===== src/rtl/mii_rx_pkg.sv =====
package mii_rx_pkg;

    typedef enum logic [1:0] {
        ST_IDLE,
        ST_PREAMBLE,
        ST_DATA_LO,
        ST_DATA_HI
    } rx_state_e;

    typedef struct packed {
        logic col_seen;
        logic dribble;
        logic code_err;
    } rx_status_t;

    localparam logic [3:0] NIB_DELIM = 4'hD;
    localparam logic [3:0] NIB_FCAR  = 4'hE;

endpackage


===== src/rtl/mii_rx_line_sync.sv =====
module mii_rx_line_sync (
    input  logic clk,
    input  logic rst_n,
    input  logic crs_in,
    input  logic col_in,
    output logic carrier_active,
    output logic collision
);

    always_ff @(posedge clk) begin
        if (!rst_n) begin
            carrier_active <= 1'b0;
            collision      <= 1'b0;
        end else begin
            carrier_active <= crs_in;
            collision      <= col_in;
        end
    end

    AST_COL_TRACKS: assert property (@(posedge clk) disable iff (!rst_n)
        $rose(col_in) |=> collision);

endmodule


===== src/rtl/mii_rx_event_ctr.sv =====
module mii_rx_event_ctr #(
    parameter int CNT_W = 8
) (
    input  logic             clk,
    input  logic             rst_n,
    input  logic             inc,
    output logic [CNT_W-1:0] count
);

    localparam logic [CNT_W-1:0] CNT_MAX = {CNT_W{1'b1}};

    always_ff @(posedge clk) begin
        if (!rst_n)
            count <= '0;
        else if (inc && count != CNT_MAX)
            count <= count + 1'b1;
    end

    AST_CNT_NO_WRAP: assert property (@(posedge clk) disable iff (!rst_n)
        (count == CNT_MAX) |=> (count == CNT_MAX));

    AST_CNT_STEP: assert property (@(posedge clk) disable iff (!rst_n)
        (inc && count != CNT_MAX) |=> (count == $past(count) + 1'b1));

endmodule


===== src/rtl/mii_rx_frontend.sv =====
module mii_rx_frontend #(
    parameter int NIB_W = 4,
    parameter int CNT_W = 8
) (
    input  logic               clk,
    input  logic               rst_n,
    input  logic               rx_dv,
    input  logic [NIB_W-1:0]   rxd,
    input  logic               rx_er,
    input  logic               crs_in,
    input  logic               col_in,
    output logic               byte_valid,
    output logic [2*NIB_W-1:0] byte_data,
    output logic               byte_sof,
    output logic               byte_eof,
    output logic [2:0]         frame_status,
    output logic               false_carrier,
    output logic               runt_preamble,
    output logic [CNT_W-1:0]   runt_count,
    output logic               carrier_active,
    output logic               collision
);
    import mii_rx_pkg::*;

    localparam int BYTE_W = 2 * NIB_W;

    rx_state_e         state_q, state_d;
    logic [NIB_W-1:0]  lo_nib_q;
    logic [BYTE_W-1:0] pend_data_q;
    logic              pend_valid_q, pend_sof_q;
    logic              err_q, col_q;
    logic              frame_start, frame_end, runt_evt, byte_done, fcar_evt;
    rx_status_t        end_status;

    assign frame_start = (state_q == ST_IDLE) && rx_dv;
    assign frame_end   = ((state_q == ST_DATA_LO) || (state_q == ST_DATA_HI)) && !rx_dv;
    assign runt_evt    = (state_q == ST_PREAMBLE) && !rx_dv;
    assign byte_done   = (state_q == ST_DATA_HI) && rx_dv;
    assign fcar_evt    = !rx_dv && rx_er && (rxd == NIB_W'(NIB_FCAR));

    always_comb begin
        end_status.col_seen = col_q;
        end_status.dribble  = (state_q == ST_DATA_HI);
        end_status.code_err = err_q;
    end

    // state register
    always_ff @(posedge clk) begin
        if (!rst_n)
            state_q <= ST_IDLE;
        else
            state_q <= state_d;
    end

    // next state
    always_comb begin
        state_d = state_q;
        unique case (state_q)
            ST_IDLE: begin
                if (rx_dv)
                    state_d = (rxd == NIB_W'(NIB_DELIM)) ? ST_DATA_LO : ST_PREAMBLE;
            end
            ST_PREAMBLE: begin
                if (!rx_dv)
                    state_d = ST_IDLE;
                else if (rxd == NIB_W'(NIB_DELIM))
                    state_d = ST_DATA_LO;
            end
            ST_DATA_LO: state_d = rx_dv ? ST_DATA_HI : ST_IDLE;
            ST_DATA_HI: state_d = rx_dv ? ST_DATA_LO : ST_IDLE;
            default:    state_d = ST_IDLE;
        endcase
    end

    // datapath and outputs
    always_ff @(posedge clk) begin
        if (!rst_n) begin
            byte_valid    <= 1'b0;
            byte_data     <= '0;
            byte_sof      <= 1'b0;
            byte_eof      <= 1'b0;
            frame_status  <= '0;
            false_carrier <= 1'b0;
            runt_preamble <= 1'b0;
            lo_nib_q      <= '0;
            pend_data_q   <= '0;
            pend_valid_q  <= 1'b0;
            pend_sof_q    <= 1'b0;
            err_q         <= 1'b0;
            col_q         <= 1'b0;
        end else begin
            byte_valid    <= 1'b0;
            byte_sof      <= 1'b0;
            byte_eof      <= 1'b0;
            frame_status  <= '0;
            false_carrier <= fcar_evt;
            runt_preamble <= runt_evt;

            if (frame_start) begin
                err_q        <= rx_er;
                col_q        <= col_in;
                pend_valid_q <= 1'b0;
            end else if (rx_dv) begin
                err_q <= err_q | rx_er;
                col_q <= col_q | col_in;
            end

            if ((state_q == ST_DATA_LO) && rx_dv)
                lo_nib_q <= rxd;

            if (byte_done) begin
                if (pend_valid_q) begin
                    byte_valid <= 1'b1;
                    byte_data  <= pend_data_q;
                    byte_sof   <= pend_sof_q;
                end
                pend_data_q  <= {rxd, lo_nib_q};
                pend_sof_q   <= !pend_valid_q;
                pend_valid_q <= 1'b1;
            end

            if (frame_end) begin
                byte_valid   <= pend_valid_q;
                byte_data    <= pend_data_q;
                byte_sof     <= pend_valid_q && pend_sof_q;
                byte_eof     <= 1'b1;
                frame_status <= end_status;
                pend_valid_q <= 1'b0;
            end
        end
    end

    mii_rx_event_ctr #(.CNT_W(CNT_W)) u_runt_ctr (
        .clk   (clk),
        .rst_n (rst_n),
        .inc   (runt_evt),
        .count (runt_count)
    );

    mii_rx_line_sync u_line_sync (
        .clk            (clk),
        .rst_n          (rst_n),
        .crs_in         (crs_in),
        .col_in         (col_in),
        .carrier_active (carrier_active),
        .collision      (collision)
    );

    AST_SOF_HAS_BYTE: assert property (@(posedge clk) disable iff (!rst_n)
        byte_sof |-> byte_valid);

    AST_EOF_AFTER_FALL: assert property (@(posedge clk) disable iff (!rst_n)
        byte_eof |-> (!$past(rx_dv) && $past(rx_dv, 2)));

    AST_BYTE_IN_FRAME: assert property (@(posedge clk) disable iff (!rst_n)
        (byte_valid && !byte_eof) |-> $past(rx_dv));

    AST_FCAR_CAUSE: assert property (@(posedge clk) disable iff (!rst_n)
        false_carrier |-> $past(!rx_dv && rx_er && rxd == NIB_W'(NIB_FCAR)));

    AST_RUNT_SILENT: assert property (@(posedge clk) disable iff (!rst_n)
        runt_preamble |-> (!byte_eof && !byte_valid));

endmodule


===== config.mk =====
export PLATFORM = sky130hd
export DESIGN_NAME = mii_rx_frontend
export DESIGN_NICKNAME = d
export VERILOG_FILES = /design/src/rtl/mii_rx_pkg.sv /design/src/rtl/mii_rx_line_sync.sv /design/src/rtl/mii_rx_event_ctr.sv /design/src/rtl/mii_rx_frontend.sv
export SDC_FILE = /design/constraint.sdc
export NUM_CORES = 1
export LEC_CHECK = 0
export BUFFER_PORTS_ARGS = -buffer_cell sky130_fd_sc_hd__buf_4
export CAP_MARGIN = 20
export CORE_AREA = 2 2 68 70
export DETAILED_ROUTE_END_ITERATION = 12
export DIE_AREA = 0 0 70 72
export PLACE_DENSITY_LB_ADDON = 0.1
export SLEW_MARGIN = 20
export SYNTH_ARGS = -nofsm -noshare
export SYNTH_HDL_FRONTEND = slang
export SYNTH_SLANG_ARGS = --single-unit

===== constraint.sdc =====
create_clock -name clk -period 1.5 [get_ports clk]
set_input_delay 0.3 -clock clk [delete_from_list [all_inputs] [get_ports clk]]
set_output_delay 0.3 -clock clk [all_outputs]
set_load 0.05 [all_outputs]

Word-level counts from Yosys, hierarchy flattened --
Cells that the tools add are included.
Cells by class: muxes and demuxes 23, reductions and logical operators 21, $add $sub $neg 1, equality and inequality tests 8, bitwise gates (word level) 3
Operators with widths (number):
- 8-bit 2-to-1 mux | 3
- 1-bit 2-to-1 mux | 13
- 2-bit 2-to-1 mux | 6
- 1-bit logical AND | 9
- 8-bit by 1-bit adder with 8-bit output (second input constant) | 1
- 4-bit == test (second input constant) | 2
- 8-bit inequality test (second input constant) | 1
- 2-bit case mux with 4 select lines | 1
- 2-bit nonzero test | 4
- 2-bit AND reduction | 3
- 2-bit == test (second input constant) | 2
- 3-bit by 2-bit inequality test with 1-bit output (second input constant) | 1
- 2-bit by 1-bit == test with 1-bit output (second input constant) | 1
- 1-bit zero test | 2
- 2-bit zero test | 1
- 2-bit inequality test (second input constant) | 1
- 1-bit OR | 2
- 2-bit OR reduction | 1
- 1-bit logical OR | 1
- 1-bit inverter | 1
Storage, ports and cells: input port bits 10, word-level logic and storage cells 73, bits in registers 44, output and inout port bits 26

Logic depth before layout (Yosys ltp) --
word-level depth 5, depth in mapped cells 5, gate-level depth less buffers 4

Cells and area by module --
Synthesis repeated with hierarchy kept, for this count alone.
Second synthesis, totals: cells, all modules 184, area, all modules 1725.4 µm²
Modules (own cells, without submodules):
- mii_rx_frontend | cells each 133, times used 1, sequential area each 680.7 µm², area an instance 1268.7 µm²
- mii_rx_event_ctr | cells each 47, times used 1, sequential area each 160.2 µm², area an instance 404.1 µm²
- mii_rx_line_sync | cells each 4, times used 1, sequential area each 40.0 µm², area an instance 52.6 µm²

Worst setup path after synthesis --
OpenSTA, ideal clock, no wires.
path kind register to register, start reg u_runt_ctr.count[0], end reg u_runt_ctr.count[6], clock period less this slack 1704 ps, required time 1378 ps, setup slack -204 ps, arrival 1582 ps, stages on the path, launching flop included 5, library setup time 122 ps, cells stage by stage dfxtp_1 ha_1 and4bb_4 nand3_2 o311a_1
On the way: word-level cells in the longest chain between the ends 2, elaborated cells between the ends (all ways) 3, classes of those cells add/sub (1); eq/ne (1); reduce/logical (1)
Ends and longest elaborated chain:
- from (decl) | line mii_rx_event_ctr.sv:7 | output logic [CNT_W-1:0] count
- from (signal assigned) | line mii_rx_event_ctr.sv:16 | count <= count + 1'b1;
- parallel branches: the longest is 2 deep, another holds 8-bit by 1-bit adder with 8-bit output
Several ways; the timed one is not identified. A chain may end at the register's enable or synchronous reset.

Final worst setup path --
Ends and elaborated chain as after synthesis.

==> impl_results.md <==
- Placed wire-length estimate: approximately 2600 µm
- Yosys top cell by area: dfxtp_1
- Worst skew pair latency: 0.29 ns
- Final setup viols: 0
- Layout cell share with drive strength beyond 1: 0.2752
- Yosys warns: 0
- Clock power share: 0.390
- CTS sink cnt: 44
- Largest net degree at the start of global routing: 21
- Hold_buf cts: 0
- Seq cells post-synth: 44
- CP peak stage delay: ~0.37 ns
- Num rows: 24
- Maximum fanout along the worst path: 5
- Syn Inst Count: around 180
- Area occupied by multi-input gates: approximately 770 µm²
- Post-placement setup slack: ~0.11 ns
- Kind of critical path: reg2reg
- Peak VDD IR: 0.4129 mV
- Final Slew Violations: 0
- Drt drc: 0
- First-pass GRT wire length: a little under 6000 µm
- Total gr overflow: 0
- Synth Area in Compound Gates: 0.1851
- Asr flop ratio synth: 0
- CP arrival: around 1.6 ns
- Routed WL: around 3600 µm
- Initial Utilization: 0.4043
- Drt first pass iters: 4
- FMAX: just over 0.7 GHz
- Ranking of synthesized cells by area: dfxtp_1, a21oi_1, nand2_1, nand3_1, mux2i_1
- Syn Nets: between 150 and 200
- Die area: slightly above 5000 µm²
- EDFF count, synth: 0
- Vias per cell: 5.274
- Final setup TNS: 0 ns
- Placed cell count: between 200 and 300
- Critical Path Start Type: flop
- XOR/XNOR share of the synthesized area: 0
- Antenna viol nets, final: 0
- Cell Area, Synth: 1724 µm²
- Pleak: between 0.0008 and 0.0009 µW
- Area grow syn2layout: 23.66%
- Non-filler cells in the finished layout: 270
- DR vias: about 1400
- Min Clock Period, post-route: 1.413 ns
- Top-area cell type share of the netlist area: 0.5109
- CTS max path bufs: 2
- Mux cell area share after synthesis: 0.03483
- Fin. Hold Viols: 0
- Period utilisation layout: 0.9419
- Worst setup margin: 0.08711 ns
- Synth Area in Simple Gates: 0.2206
- Register area: between 800 and 900 µm²
- Final #Nets: 230
- Core area: about 4300 µm²
- Largest family of logic cells by synthesized area: simple AND/OR/NAND/NOR gates
- Gr usage total: 0.1469
- Vias in the first global route: roughly 1300
- Headroom to the max-slew limit: 0.7295
- Avg WL per Cell: 13.33 µm
- Slowest cell on crit path: dfxtp_2
- Worst Path Required: around 1.7 ns
- Register area share after synthesis: 0.5109
- Slew @ Worst Pin: ~0.4 ns
- PwrDens: roughly 1000 nW/µm²
- RePlAce Congestion: 0.7340
- CTS tree: done
- Power share of the combinational group: 0.062
- Synth Flop Type: dfxtp_1
- Syn avg cell area: between 9 and 10 µm²
- RSZ-0062 raised after global routing: false
- Crit end category: flop
- Clock Tree Root: clkbuf_8
- Worst-path clk slew: approximately 0.070 ns
- Status: complete, no violations
- Seq pwr share: 0.548
- R2R Setup Slk: ~0.087 ns
- Top-Level Pins: 36
- CTS buffer count: 5
- Die H: a little over 70 µm
- IO buf count: 35
- DRT iter0 DRCs: between 40 and 50
- Post-cts resize count: 0
- Die Wd: ~70 µm
- Post-Synth Adder-Cell Area: 0.007257
- Setup Skew: approximately 0.0060 ns
- Initial antenna violation count: 0
- H-tree levels: 2
- Post-CTS Repair Setup Buffers: 0
- Switching power: approximately 450 µW
- Unique cell type count in the Yosys netlist: 40
- Cell Chain, Critical Path: ha_1 -> and4bb_4 -> nand3_2 -> o311a_1
- Total of max-cap violations: 0
- Int Power: between 1500 and 2000 µW
- Sw Ratio: 0.2100
- Worst min-delay path class: in2reg
- Fillers: approximately 420
- Ant. Diodes: 0
per-layer routing:
layer	vias to the layer above	track usage	part of all wire
met5	-	0	0
met4	0	0.05769	0.0092
met3	4	0.04167	0.043
met2	38	0.2201	0.45
met1	663	0.2016	0.50
li1	719	-	-
cell type report:
class                      count  share of cell area
inverter                       3            0.005282
multi-input combinational    125              0.3621
sequential                    44              0.4149
timing repair buffer          40              0.1408
tap                           52             0.03052
clock inverter                 1             0.01408
clock buffer                   5             0.03228
registers in the layout (all words and copies together), names as in the netlist, 2 cells and up:
signal and flops:
state_q 2, lo_nib_q 4, pend_data_q 8, byte_data 8, frame_status 3, u_runt_ctr.count 8
power by group through the flow:
stage	Sequential, µW	Clock (µW)	Combinational, µW
after CTS	1190	877	134
after floorplan	1230	0	62.6
final	1190	844	134
after global routing	1190	934	144
after detailed placement	1210	0	134
after global placement	1210	0	132
cells in the final DEF, fill, tap and decap left out, drive strengths merged, types with 2 or more instances in the layout:
cell and count:
a211oi 3, a21boi 2, a21oi 21, a31o 2, and2 5, and3 6, and4 3, buf 40
clkbuf 5, dfxtp 44, inv 2, mux2i 6, nand2 25, nand2b 2, nand3 14, nor2 6
nor3 3, o21ai 11, o311a 2
synth_stat cells (all sizes together) (3+ instances only):
| cell type | number |
|---|---|
| o21ai | 11 |
| nor3 | 3 |
| mux2i | 6 |
| nand3 | 14 |
| nand2 | 25 |
| and4 | 3 |
| nor2 | 6 |
| and2 | 5 |
| clkbuf | 4 |
| a211oi | 3 |
| dfxtp | 44 |
| buf | 6 |
| a21oi | 21 |
| and3 | 6 |
cell families (layout without fill, tap and decap cells):
group,after synthesis,in the layout
and+or+nand+nor,70,70
AOI/OAI and AO/OA,48,48
DFF,44,44
buffers and inverters,13,49
muxes,6,6
adders and majority gates,1,1
through the flow:
| stage | area (µm²) | util | hold slack, ns | total power, µW |
|---|---|---|---|---|
| 5_1_grt | 2132 | 0.5000 | 0.1989 | 2265 |
| 3_3_place_gp | 2033 | 0.4768 | 0.4481 | 1345 |
| 6_report | 2132 | 0.5000 | 0.2066 | 2163 |
| 3_5_place_dp | 2033 | 0.4768 | 0.4474 | 1347 |
| 4_1_cts | 2132 | 0.5000 | 0.1939 | 2197 |
| 2_1_floorplan | 1728 | - | 0.3766 | 1295 |
critical path, delay by kind of cell (launching register included):
family	cells	cell delay, ns
flip-flops	1	0.37
AO/OA/AOI/OAI	1	0.29
adder cells (fa/ha/maj)	1	0.25
AND/OR/NAND/NOR	2	0.40
final timing paths:
path	from	end	depth (start not counted)
max	u_runt_ctr.count[0]	u_runt_ctr.count[6]	4
min	rxd[0]	false_carrier	2
max reg2reg	u_runt_ctr.count[0]	u_runt_ctr.count[6]	4
min reg2reg	lo_nib_q[0]	pend_data_q[0]	2
Note: power is estimated with default switching activity, not from simulation.
